$ cat config.mk
export PLATFORM = sky130hd
export DESIGN_NAME = lbus_slave
export DESIGN_NICKNAME = d
export VERILOG_FILES = /design/src/rtl/lbs_pkg.sv /design/src/rtl/lbs_addr_latch.sv /design/src/rtl/lbs_ctrl.sv /design/src/rtl/lbs_rdmux.sv /design/src/rtl/lbus_slave.sv
export SDC_FILE = /design/constraint.sdc
export NUM_CORES = 1
export LEC_CHECK = 0
export ABC_AREA = 1
export BUFFER_PORTS_ARGS = -buffer_cell sky130_fd_sc_hd__clkbuf_2
export CAP_MARGIN = 20
export CORE_ASPECT_RATIO = 0.5
export CORE_MARGIN = 1
export CORE_UTILIZATION = 44
export CTS_BUF_LIST = sky130_fd_sc_hd__clkbuf_8
export DETAILED_ROUTE_END_ITERATION = 6
export GPL_TIMING_DRIVEN = 1
export PLACE_DENSITY = 0.86
export REMOVE_ABC_BUFFERS = 1
export SLEW_MARGIN = 10
export SYNTH_ARGS = -nofsm -noshare
export SYNTH_HDL_FRONTEND = slang
export SYNTH_HIERARCHICAL = 1
export SYNTH_SLANG_ARGS = --single-unit
export TNS_END_PERCENT = 10
$ cat constraint.sdc
create_clock -name clk -period 2.1 [get_ports clk]
set_input_delay 0.42 -clock clk [delete_from_list [all_inputs] [get_ports clk]]
set_output_delay 0.42 -clock clk [all_outputs]
set_load 0.01 [all_outputs]
$ cat src/rtl/lbs_pkg.sv
package lbs_pkg;

    localparam int unsigned ADDR_W = 16;

    typedef enum logic {
        ST_IDLE = 1'b0,
        ST_DATA = 1'b1
    } lbs_state_e;

    // Transfer context captured in the address cycle
    typedef struct packed {
        logic [ADDR_W-1:0] addr;
        logic              is_write;
        logic              is_fifo;
    } lbs_ctx_t;

    function automatic logic [ADDR_W-1:0] step_addr(input logic [ADDR_W-1:0] a,
                                                     input logic [ADDR_W-1:0] stride);
        return a + stride;
    endfunction

endpackage

$ cat src/rtl/lbs_addr_latch.sv
module lbs_addr_latch
    import lbs_pkg::*;
#(
    parameter int unsigned        STRIDE    = 4,
    parameter logic [ADDR_W-1:0]  FIFO_ADDR = '0
) (
    input  logic              clk,
    input  logic              rst_n,
    input  logic              capture,
    input  logic              advance,
    input  logic [ADDR_W-1:0] addr_in,
    input  logic              wr_nrd,
    output lbs_ctx_t          ctx
);

    localparam logic [ADDR_W-1:0] STEP = ADDR_W'(STRIDE);

    always_ff @(posedge clk) begin
        if (!rst_n) begin
            ctx <= '0;
        end else if (capture) begin
            ctx.addr     <= addr_in;
            ctx.is_write <= wr_nrd;
            ctx.is_fifo  <= (addr_in == FIFO_ADDR);
        end else if (advance) begin
            ctx.addr <= step_addr(ctx.addr, STEP);
        end
    end

    // register-space beats walk the address one word at a time
    p_addr_step_r6: assert property (@(posedge clk) disable iff (!rst_n)
        (advance && !capture) |=> (ctx.addr == $past(ctx.addr) + STEP));

    // the queue port never moves off its address
    p_fifo_addr_hold_r7: assert property (@(posedge clk) disable iff (!rst_n)
        (ctx.is_fifo && !capture) |=> (ctx.addr == $past(ctx.addr)));

endmodule

$ cat src/rtl/lbs_ctrl.sv
module lbs_ctrl
    import lbs_pkg::*;
(
    input  logic     clk,
    input  logic     rst_n,
    input  logic     ads_n,
    input  logic     last_n,
    input  lbs_ctx_t ctx,
    input  logic     fifo_empty,
    output logic     in_data,
    output logic     capture,
    output logic     advance,
    output logic     beat,
    output logic     rdy_n,
    output logic     fifo_pop
);

    lbs_state_e st, st_nx;
    logic       fifo_rd;

    always_comb begin
        fifo_rd  = ctx.is_fifo && !ctx.is_write;
        in_data  = (st == ST_DATA);
        beat     = in_data && !(fifo_rd && fifo_empty);
        rdy_n    = !beat;
        capture  = (st == ST_IDLE) && !ads_n;
        advance  = beat && !ctx.is_fifo;
        fifo_pop = beat && fifo_rd;
        st_nx    = st;
        unique case (st)
            ST_IDLE: if (capture)          st_nx = ST_DATA;
            ST_DATA: if (beat && !last_n)  st_nx = ST_IDLE;
            default:                       st_nx = ST_IDLE;
        endcase
    end

    always_ff @(posedge clk) begin
        if (!rst_n) st <= ST_IDLE;
        else        st <= st_nx;
    end

    p_data_after_strobe_r2: assert property (@(posedge clk) disable iff (!rst_n)
        capture |=> in_data);

    p_end_on_last_r9: assert property (@(posedge clk) disable iff (!rst_n)
        (beat && !last_n) |=> !in_data);

    p_stall_keeps_transfer_r9: assert property (@(posedge clk) disable iff (!rst_n)
        (in_data && !beat) |=> in_data);

    p_no_pop_when_empty_r8: assert property (@(posedge clk) disable iff (!rst_n)
        fifo_empty |-> !fifo_pop);

endmodule

$ cat src/rtl/lbs_rdmux.sv
module lbs_rdmux
    import lbs_pkg::*;
#(
    parameter int unsigned DATA_W = 32
) (
    input  logic              in_data,
    input  lbs_ctx_t          ctx,
    input  logic              reg_hit,
    input  logic [DATA_W-1:0] reg_rdata,
    input  logic [DATA_W-1:0] fifo_data,
    output logic [DATA_W-1:0] ad_o,
    output logic              ad_oe
);

    always_comb begin
        ad_oe = in_data && !ctx.is_write;
        if (!ad_oe)           ad_o = '0;
        else if (ctx.is_fifo) ad_o = fifo_data;
        else if (reg_hit)     ad_o = reg_rdata;
        else                  ad_o = '0;
    end

endmodule

$ cat src/rtl/lbus_slave.sv
module lbus_slave
    import lbs_pkg::*;
#(
    parameter int unsigned       DATA_W    = 32,
    parameter int unsigned       STRIDE    = 4,
    parameter logic [ADDR_W-1:0] FIFO_ADDR = '0
) (
    input  logic              clk,
    input  logic              bus_rst_n,
    input  logic              ads_n,
    input  logic              wr_nrd,
    input  logic              last_n,
    input  logic [DATA_W-1:0] ad_i,
    output logic [DATA_W-1:0] ad_o,
    output logic              ad_oe,
    output logic              rdy_n,
    output logic [ADDR_W-1:0] reg_addr,
    output logic              reg_wr,
    output logic              reg_rd,
    output logic [DATA_W-1:0] reg_wdata,
    input  logic [DATA_W-1:0] reg_rdata,
    input  logic              reg_hit,
    input  logic [DATA_W-1:0] fifo_data,
    input  logic              fifo_empty,
    output logic              fifo_pop
);

    lbs_ctx_t ctx;
    logic     in_data, capture, advance, beat;
    logic     reg_beat;

    lbs_addr_latch #(
        .STRIDE    (STRIDE),
        .FIFO_ADDR (FIFO_ADDR)
    ) u_latch (
        .clk     (clk),
        .rst_n   (bus_rst_n),
        .capture (capture),
        .advance (advance),
        .addr_in (ad_i[ADDR_W-1:0]),
        .wr_nrd  (wr_nrd),
        .ctx     (ctx)
    );

    lbs_ctrl u_ctrl (
        .clk        (clk),
        .rst_n      (bus_rst_n),
        .ads_n      (ads_n),
        .last_n     (last_n),
        .ctx        (ctx),
        .fifo_empty (fifo_empty),
        .in_data    (in_data),
        .capture    (capture),
        .advance    (advance),
        .beat       (beat),
        .rdy_n      (rdy_n),
        .fifo_pop   (fifo_pop)
    );

    lbs_rdmux #(
        .DATA_W (DATA_W)
    ) u_rdmux (
        .in_data   (in_data),
        .ctx       (ctx),
        .reg_hit   (reg_hit),
        .reg_rdata (reg_rdata),
        .fifo_data (fifo_data),
        .ad_o      (ad_o),
        .ad_oe     (ad_oe)
    );

    always_comb begin
        reg_beat  = beat && !ctx.is_fifo && reg_hit;
        reg_addr  = ctx.addr;
        reg_wdata = ad_i;
        reg_wr    = reg_beat && ctx.is_write;
        reg_rd    = reg_beat && !ctx.is_write;
    end

    p_wr_only_mapped_r3: assert property (@(posedge clk) disable iff (!bus_rst_n)
        reg_wr |-> (reg_hit && !ad_oe && !rdy_n));

    p_oe_released_r10: assert property (@(posedge clk) disable iff (!bus_rst_n)
        (beat && !last_n) |=> !ad_oe);

    p_oe_not_in_addr_cycle_r10: assert property (@(posedge clk) disable iff (!bus_rst_n)
        capture |-> !ad_oe);

    p_pop_carries_head_r7: assert property (@(posedge clk) disable iff (!bus_rst_n)
        fifo_pop |-> (ad_oe && ad_o == fifo_data));

endmodule

# Word-level counts from Yosys, hierarchy flattened
# Cells that the tools add are included.
[word_totals]
output_inout_bits = 85
inputBits = 103
regBits = 19
word_cells = 33
[op_classes]
reduce_logical = 19
n_bitwise = 1
n_addsub = 1
mux = 8
[ops]
columns = ["cell", "count"]
rows = [
  ["two-way mux 32 bit", 3],
  ["two-way mux 16 bit", 2],
  ["adder 16 x 3 -> 16 bit, second input constant", 1],
  ["logical NOT 16 bit", 1],
  ["logical AND 1 bit", 11],
  ["logical NOT 1 bit", 6],
  ["two-way mux 1 bit", 2],
  ["case mux 1 bit (2 select lines)", 1],
  ["nonzero test 2 bit", 1],
  ["NOT 1 bit", 1],
]

# Logic depth before layout (Yosys ltp)
# Gate-level depths: netlist of the first run.
[logic_depth]
depth_word = 8
depth_mapped = 10
ltp_nobuf = 10

# Cells and area by module
# Netlist of the first run, hierarchy kept.
[by_module_without_submodules]
columns = ["mod", "instances", "area_each_um2", "seq_area_each_um2", "cells_each"]
rows = [
  ["lbs_addr_latch", 1, 1096.1, 360.3, 151],
  ["lbs_rdmux", 1, 850.8, 0.0, 113],
  ["lbus_slave", 1, 265.3, 0.0, 37],
  ["lbs_ctrl", 1, 78.8, 20.0, 15],
]

# Least setup slack after synthesis of the first run
# Ideal clock, no wire load.
[synth_timing]
path_kind = "input-to-reg"
from = "input port fifo_empty"
to = "register, netlist name u_latch/ctx[14]"
path_buffers = 1
path_slack_ps = 687
stages = 7
setup_ps = 120
required_ps = 1980
arrival_ps = 1294
path_cell_list = "nand3_1 > nand2_1 > nor2_1 > nor2_2 > buf_6 > a22oi_1 > a21oi_2"
[synth_via]
elab_chain_cells = 5
[synth_lines]
columns = ["item", "line_no", "rtl"]
rows = [
  ["start: declaration", "lbus_slave.sv:24", "input logic fifo_empty,"],
  ["logical AND 1 bit", "lbs_ctrl.sv:24", "beat = in_data && !(fifo_rd && fifo_empty);"],
  ["logical NOT 1 bit", "lbs_ctrl.sv:24", ""],
  ["logical AND 1 bit", "lbs_ctrl.sv:24", ""],
  ["logical AND 1 bit", "lbs_ctrl.sv:27", "advance = beat && !ctx.is_fifo;"],
  ["net advance", "lbus_slave.sv:29", "logic in_data, capture, advance, beat;"],
  ["nonzero test 2 bit (no source line)", "n/a", ""],
]
# The timed path passes the listed nets, and every way through them passes these cells.
# A chain may end at the register's enable or synchronous reset.

# Worst setup path after layout of the first run
[layout_timing]
from = "register, netlist name u_latch/ctx[0]"
to = "output port ad_o[5]"
[layout_via]
elab_chain_cells = 2
[layout_lines]
columns = ["item", "line_no", "rtl"]
rows = [
  ["two-way mux 32 bit", "lbs_rdmux.sv:18", "else if (ctx.is_fifo) ad_o = fifo_data;"],
  ["two-way mux 32 bit", "lbs_rdmux.sv:17", "if (!ad_oe) ad_o = '0;"],
  ["end: declaration", "lbus_slave.sv:14", "output logic [DATA_W-1:0] ad_o,"],
]
# Every way passes these cells.

==> summary.md, run 1 <==
| Metric | Value |
|---|---|
| Status | `completed` |
| Vias | `2521` |
| Fmax | `519 MHz` |
| Fin util | `57.6%` |
| CTS Sinks | `19` |
| #FFs+latches synth | `19` |
| Row count | `18` |
| Worst Hold Class | `primary input to flop` |
| Largest net degree at the start of global routing | `34` |
| Clk buf depth | `2` |
| Critical path class | `flop to output port` |
| Synthesized area | `2290 um2` |
| Met1 Track Usage GR | `25.7%` |
| Clk_skew | `6.65 ps` |
| Instance count of the mapped netlist | `316` |
| Setup crit start kind | `flop` |
| Detailed Route WL | `6.37 mm` |
| Actual slew at the worst max-slew pin | `574 ps` |
| Core box area | `4980 um2` |
| Gr usage total | `21.6%` |
| DIE AREA | `5520 um2` |
| Port Buf Inserts | `155` |
| GRT busiest layer | `met2` |
| Gates resized, CTS repair | `0` |
| Congestion Overflow GR | `0` |
| Setup crit end kind | `output port` |
| Crit-path leading delay family | `flip-flops` |
| CTS tree | `yes` |
| Routed Antenna Nets | `0` |
| Internal reg-to-reg setup slack | `360 ps` |
| Final HPWL DP | `5.03 mm` |
| Worst path depth | `4` |
| Initial core utilization | `46.0%` |
| Hold Buf Count CTS | `0` |
| Most frequent cells in the layout | `clkbuf_2 (155), nand2_1 (64), nand3_2 (34)` |
| Worst stage delay on the critical path | `500 ps` |
| Post-Layout Cell Count | `502` |
| Initial antenna violation count | `0` |
| Crit path capture | `ad_o[5]` |
| Maxcap violations | `0` |
| Hold slack | `385 ps` |
| Reg-to-Reg End | `u_latch/ctx[14]` |
| Final Setup Violations | `0` |
| Placer Congestion | `0.838` |
| PnR worst setup slack | `172 ps` |
| Sequential area share after synthesis | `16.6%` |
| Die width | `104 um` |
| Met3 usage | `6.28%` |
| CTS H-Tree Depth | `1` |
| Maximum fanout along the worst path | `21` |
| Crit path time final | `1930 ps` |
| Slew HR | `61.7%` |
| Final Cell Area | `2870 um2` |
| Fill count | `489` |
| Synth Warn # | `6` |
| N_diodes | `0` |
| Pwr Density | `374 nW/um2` |
| Slowest CP cell | `dfxtp_1` |
| Mean post-synth cell area | `7.25 um2` |
| WP data arrival | `1510 ps` |
| RSZ-0062 raised after global routing | `false` |
| Pins over their slew limit | `0` |
| # nets final | `537` |
| Placed instance count | `498` |
| R2R Path Start | `u_latch/ctx[0]` |
| Cts bufs inserted | `3` |
| CP cell instances | `buf_4 -> nand2_1 -> a21oi_2 -> clkbuf_2` |
| GR Util met2 | `38.7%` |
| Share of layout cells above drive strength 1 | `57.2%` |
| Clock latency on the worst-skew pair | `260 ps` |
| Area delta synth->final | `25.2%` |
| DP Worst Slack | `399 ps` |
| Reg clk slew, reported paths | `60 ps` |
| Worst R2R Path Depth | `6` |
| Post-CTS setup buffer count | `0` |
| Final hold vios | `0` |
| Clock root buffer | `clkbuf_8` |
| Peak supply drop | `284 uV` |
| First-pass GRT wire length | `9.42 mm` |
| Library cells used by synthesis | `33` |
| DRT iter0 DRCs | `211` |
| WP data required | `1680 ps` |
| Commonest non-fill, non-tap cell in the layout | `clkbuf_2` |
| Die Ht | `53.0 um` |
| Crit share post-route | `91.8%` |
| Drt wl/cell | `12.7 um` |
| Worst path bufs/invs | `2` |
| Lkg Pwr | `0.00134 uW` |
| Vias in the first global route | `2061` |
| DRC | `0` |
| # IOs | `188` |
| DR pass1 iterations | `4` |
| Post-DP Area | `2820 um2` |
| Worst Setup SP | `u_latch/ctx[0]` |
| Routed vias/inst | `5.02` |
==> layout make-up <==
type / count / area [um2] / share of cell area, %
Multi-Input combinational cell: 225 / 1420 / 49.4
Tap cell: 70 / 87.6 / 3.05
Sequential cell: 19 / 380 / 13.3
Clock inverter: 1 / 5.00 / 0.174
Timing Repair Buffer: 161 / 846 / 29.5
Clock buffer: 3 / 41.3 / 1.44
Inverter: 23 / 91.3 / 3.18
==> state kept, by name (all words and copies together) (netlist names) <==
| register | count |
|---|---|
| u_ctrl/in_data | 1 |
| u_latch/ctx | 18 |
==> how the worst min path moves through the flow <==
stage / startpoint / to / slack, ps / cells past startpoint
floorplan: u_ctrl/in_data / u_ctrl/in_data / 510 / 3
global placement: u_latch/ctx[3] / u_latch/ctx[3] / 470 / 1
detailed placement: u_latch/ctx[3] / u_latch/ctx[3] / 480 / 1
CTS: wr_nrd / u_latch/ctx[1] / 380 / 3
global route: wr_nrd / u_latch/ctx[1] / 400 / 3
finish: wr_nrd / u_latch/ctx[1] / 390 / 3
==> Yosys cell counts <==
cell / n / area, um2
nand2_1: 64 / 240
nand3_2: 34 / 340
buf_4: 32 / 240
a21oi_2: 31 / 272
nor2_1: 22 / 82.6
dfxtp_1: 19 / 380
inv_1: 19 / 71.3
a21oi_1: 15 / 75.1
nand3_1: 12 / 60.1
a22oi_1: 9 / 67.6
buf_2: 7 / 35.0
buf_6: 6 / 67.6
nand4_1: 6 / 37.5
nand2_2: 5 / 31.3
o21ai_0: 5 / 25.0
nor2_4: 4 / 45.0
buf_8: 3 / 45.0
inv_2: 3 / 11.3
xor2_1: 3 / 26.3
a31oi_1: 2 / 12.5
nor2_2: 2 / 12.5
o21bai_2: 2 / 22.5
a21boi_1: 1 / 7.51
clkbuf_8: 1 / 13.8
ha_1: 1 / 12.5
inv_6: 1 / 8.76
nand3b_1: 1 / 7.51
nor3_1: 1 / 5.00
o211a_1: 1 / 10.0
o211ai_1: 1 / 7.51
o21ai_1: 1 / 5.00
o22ai_1: 1 / 6.26
or2_1: 1 / 6.26
==> kinds of logic after synthesis <==
logic type | share of synthesized area (%)
AOI/OAI and AO/OA | 22.3
xor gates and xnor gates | 1.15
adders and majority gates | 0.546
buffers and inverters | 21.5
DFF | 16.6
and+or+nand+nor | 37.9
==> routing by layer <==
metal	vias up	part of all wire [%]
li1	1262	-
met1	1146	41
met4	0	1.0
met2	107	49
met3	6	8.8
met5	-	0
==> through the flow <==
step	total power, uW	TNS (ps)
final	1070	0
after global placement	820	0
after CTS	1090	0
after detailed placement	825	0
after floorplan	599	-11.1
after global routing	1140	0
==> report_power, final <==
part,switching (uW),internal [uW]
registers,32.9,386
logic,221,178
clock network,124,132
total,377,696
==> tightest hold or removal path: cells and delay by family <==
family / cells / cell delay, ps
AND/OR/NAND/NOR: 2 / 120
buffers and inverters: 1 / 70
Note: power is estimated with default switching activity, not from simulation.
==> run 2, diff against run 1 <==
--- a/config.mk
+++ b/config.mk
@@ -15,7 +15,7 @@
 export DETAILED_ROUTE_END_ITERATION = 6
 export GPL_TIMING_DRIVEN = 1
 export PLACE_DENSITY = 0.86
-export REMOVE_ABC_BUFFERS = 1
+export SKIP_LAST_GASP = 1
 export SLEW_MARGIN = 10
 export SYNTH_ARGS = -nofsm -noshare
 export SYNTH_HDL_FRONTEND = slang
==> run 2 against run 1 <==
  * Clock skew down 3.4 ps
  * Worst hold slack improved by 12 ps
  * Sequential share of layout area rose by 0.087 points
  * Clock-buffer cell count unchanged
  * Power down 1.2%
  * Via count shrank 0.24%
  * Setup slack improved by 71 ps
  * Critical endpoint is now ad_o[8]
  * Highest routed layer unchanged
==> summary.md, run 2 (synthesized netlist as in run 1, its figures left out) <==
| Metric | Value |
|---|---|
| Status | `completed` |
| DIE AREA | `5520 um2` |
| Die Ht | `53.0 um` |
| Worst Setup SP | `u_latch/ctx[0]` |
| Clock latency on the worst-skew pair | `260 ps` |
| Maxcap violations | `0` |
| Row count | `18` |
| WP data arrival | `1440 ps` |
| Final hold vios | `0` |
| Max reg flops | `18` |
| Most frequent cells in the layout | `clkbuf_2 (155), nand2_1 (64), nand3_2 (34)` |
| Placer Congestion | `0.875` |
| DRC | `0` |
| # IOs | `188` |
| Pins over their slew limit | `0` |
| Die width | `104 um` |
| Vias in the first global route | `2112` |
| Fin Setup TNS | `0 ps` |
| Reg clk slew, reported paths | `70 ps` |
| Final HPWL DP | `4.75 mm` |
| N_diodes | `0` |
| Share of layout cells above drive strength 1 | `57.0%` |
| Core box area | `4980 um2` |
| Reg-to-Reg End | `u_latch/ctx[16]` |
| WP data required | `1680 ps` |
| Clk_skew | `3.25 ps` |
| Hold Buf Count CTS | `0` |
| Clk buf depth | `2` |
| Post-CTS setup buffer count | `0` |
| Setup crit start kind | `flop` |
| Crit path time final | `1860 ps` |
| Routed vias/inst | `5.00` |
| Vias | `2515` |
| Crit path capture | `ad_o[8]` |
| Area delta synth->final | `24.4%` |
| Worst R2R Path Depth | `6` |
| Fill count | `506` |
| Detailed Route WL | `5.95 mm` |
| CTS H-Tree Depth | `1` |
| Slew HR | `62.9%` |
| Gates resized, CTS repair | `0` |
| Initial core utilization | `46.0%` |
| Area occupied by multi-input gates | `1420 um2` |
| Crit share post-route | `88.4%` |
| Pwr Density | `372 nW/um2` |
| Clock root buffer | `clkbuf_8` |
| Final Cell Area | `2850 um2` |
| Congestion Overflow GR | `0` |
| CTS Sinks | `19` |
| RSZ-0062 raised after global routing | `false` |
| Internal reg-to-reg setup slack | `390 ps` |
| Cts bufs inserted | `3` |
| Fmax | `538 MHz` |
| Initial antenna violation count | `0` |
| Largest net degree at the start of global routing | `33` |
| CTS tree | `yes` |
| DRT iter0 DRCs | `82` |
| Reg with most FFs | `u_latch/ctx` |
| Maximum fanout along the worst path | `21` |
| # nets final | `538` |
| DR pass1 iterations | `4` |
| Net Count, Synth | `420` |
| Drt wl/cell | `11.8 um` |
| Worst Hold Class | `primary input to flop` |
| Commonest non-fill, non-tap cell in the layout | `clkbuf_2` |
| Lkg Pwr | `0.00134 uW` |
| Critical path class | `flop to output port` |
| Final Setup Violations | `0` |
| Gr usage total | `20.8%` |
| Setup crit end kind | `output port` |
| Actual slew at the worst max-slew pin | `556 ps` |
| Peak supply drop | `276 uV` |
| Register Area | `380 um2` |
| R2R Path Start | `u_latch/ctx[0]` |
| Routed Antenna Nets | `0` |
| First-pass GRT wire length | `9.38 mm` |
| Port Buf Inserts | `155` |
| Post-DP Area | `2810 um2` |
## run 2: metal layers
layer / share of wire, % / GRT usage [%] / vias up
met2: 48 / 37.0 / 99
met5: 0 / 0 / -
li1: - / - / 1264
met3: 6.9 / 4.06 / 10
met1: 43 / 25.2 / 1142
met4: 1.7 / 8.81 / 0
## run 2: critical path, stage by stage, from the launching register on
cell and delay [ps]:
dfxtp_1 490, buf_4 300, nand2_1 100, a21oi_2 140, clkbuf_2 140
## run 2: area by class of cell
class	count	share of cell area, %
multi-input cells	225	49.7
repair buffers	162	29.1
flip-flops and latches	19	13.3
inverters	23	3.20
well taps	70	3.07
clock buffers	3	1.45
clock inverters	1	0.132
## run 2: worst min-delay path by stage
| stage | slack [ps] | from | cells past startpoint | end |
|---|---|---|---|---|
| finish | 400 | wr_nrd | 3 | u_latch/ctx[1] |
| detailed placement | 480 | u_latch/ctx[3] | 1 | u_latch/ctx[3] |
| CTS | 400 | wr_nrd | 3 | u_latch/ctx[1] |
| global placement | 470 | u_latch/ctx[3] | 1 | u_latch/ctx[3] |
| floorplan | 500 | u_latch/ctx[0] | 2 | u_latch/ctx[0] |
| global route | 450 | wr_nrd | 3 | u_latch/ctx[1] |
## run 2: power by group
| part | switching (uW) | internal (uW) |
|---|---|---|
| Sequential | 35.1 | 386 |
| Combinational | 215 | 173 |
| Clock | 122 | 130 |
## run 2: stage by stage
step | worst slack [ps] | hold WS, ps | utilization, % | instances | power (uW)
after global routing | 127 | 445 | 57.3 | 503 | 1120
after global placement | 483 | 467 | 56.4 | 499 | 810
after detailed placement | 400 | 475 | 56.4 | 499 | 817
after CTS | 235 | 401 | 57.3 | 503 | 1070
final | 243 | 397 | 57.3 | 503 | 1060
after floorplan | 687 | 503 | - | 316 | 692
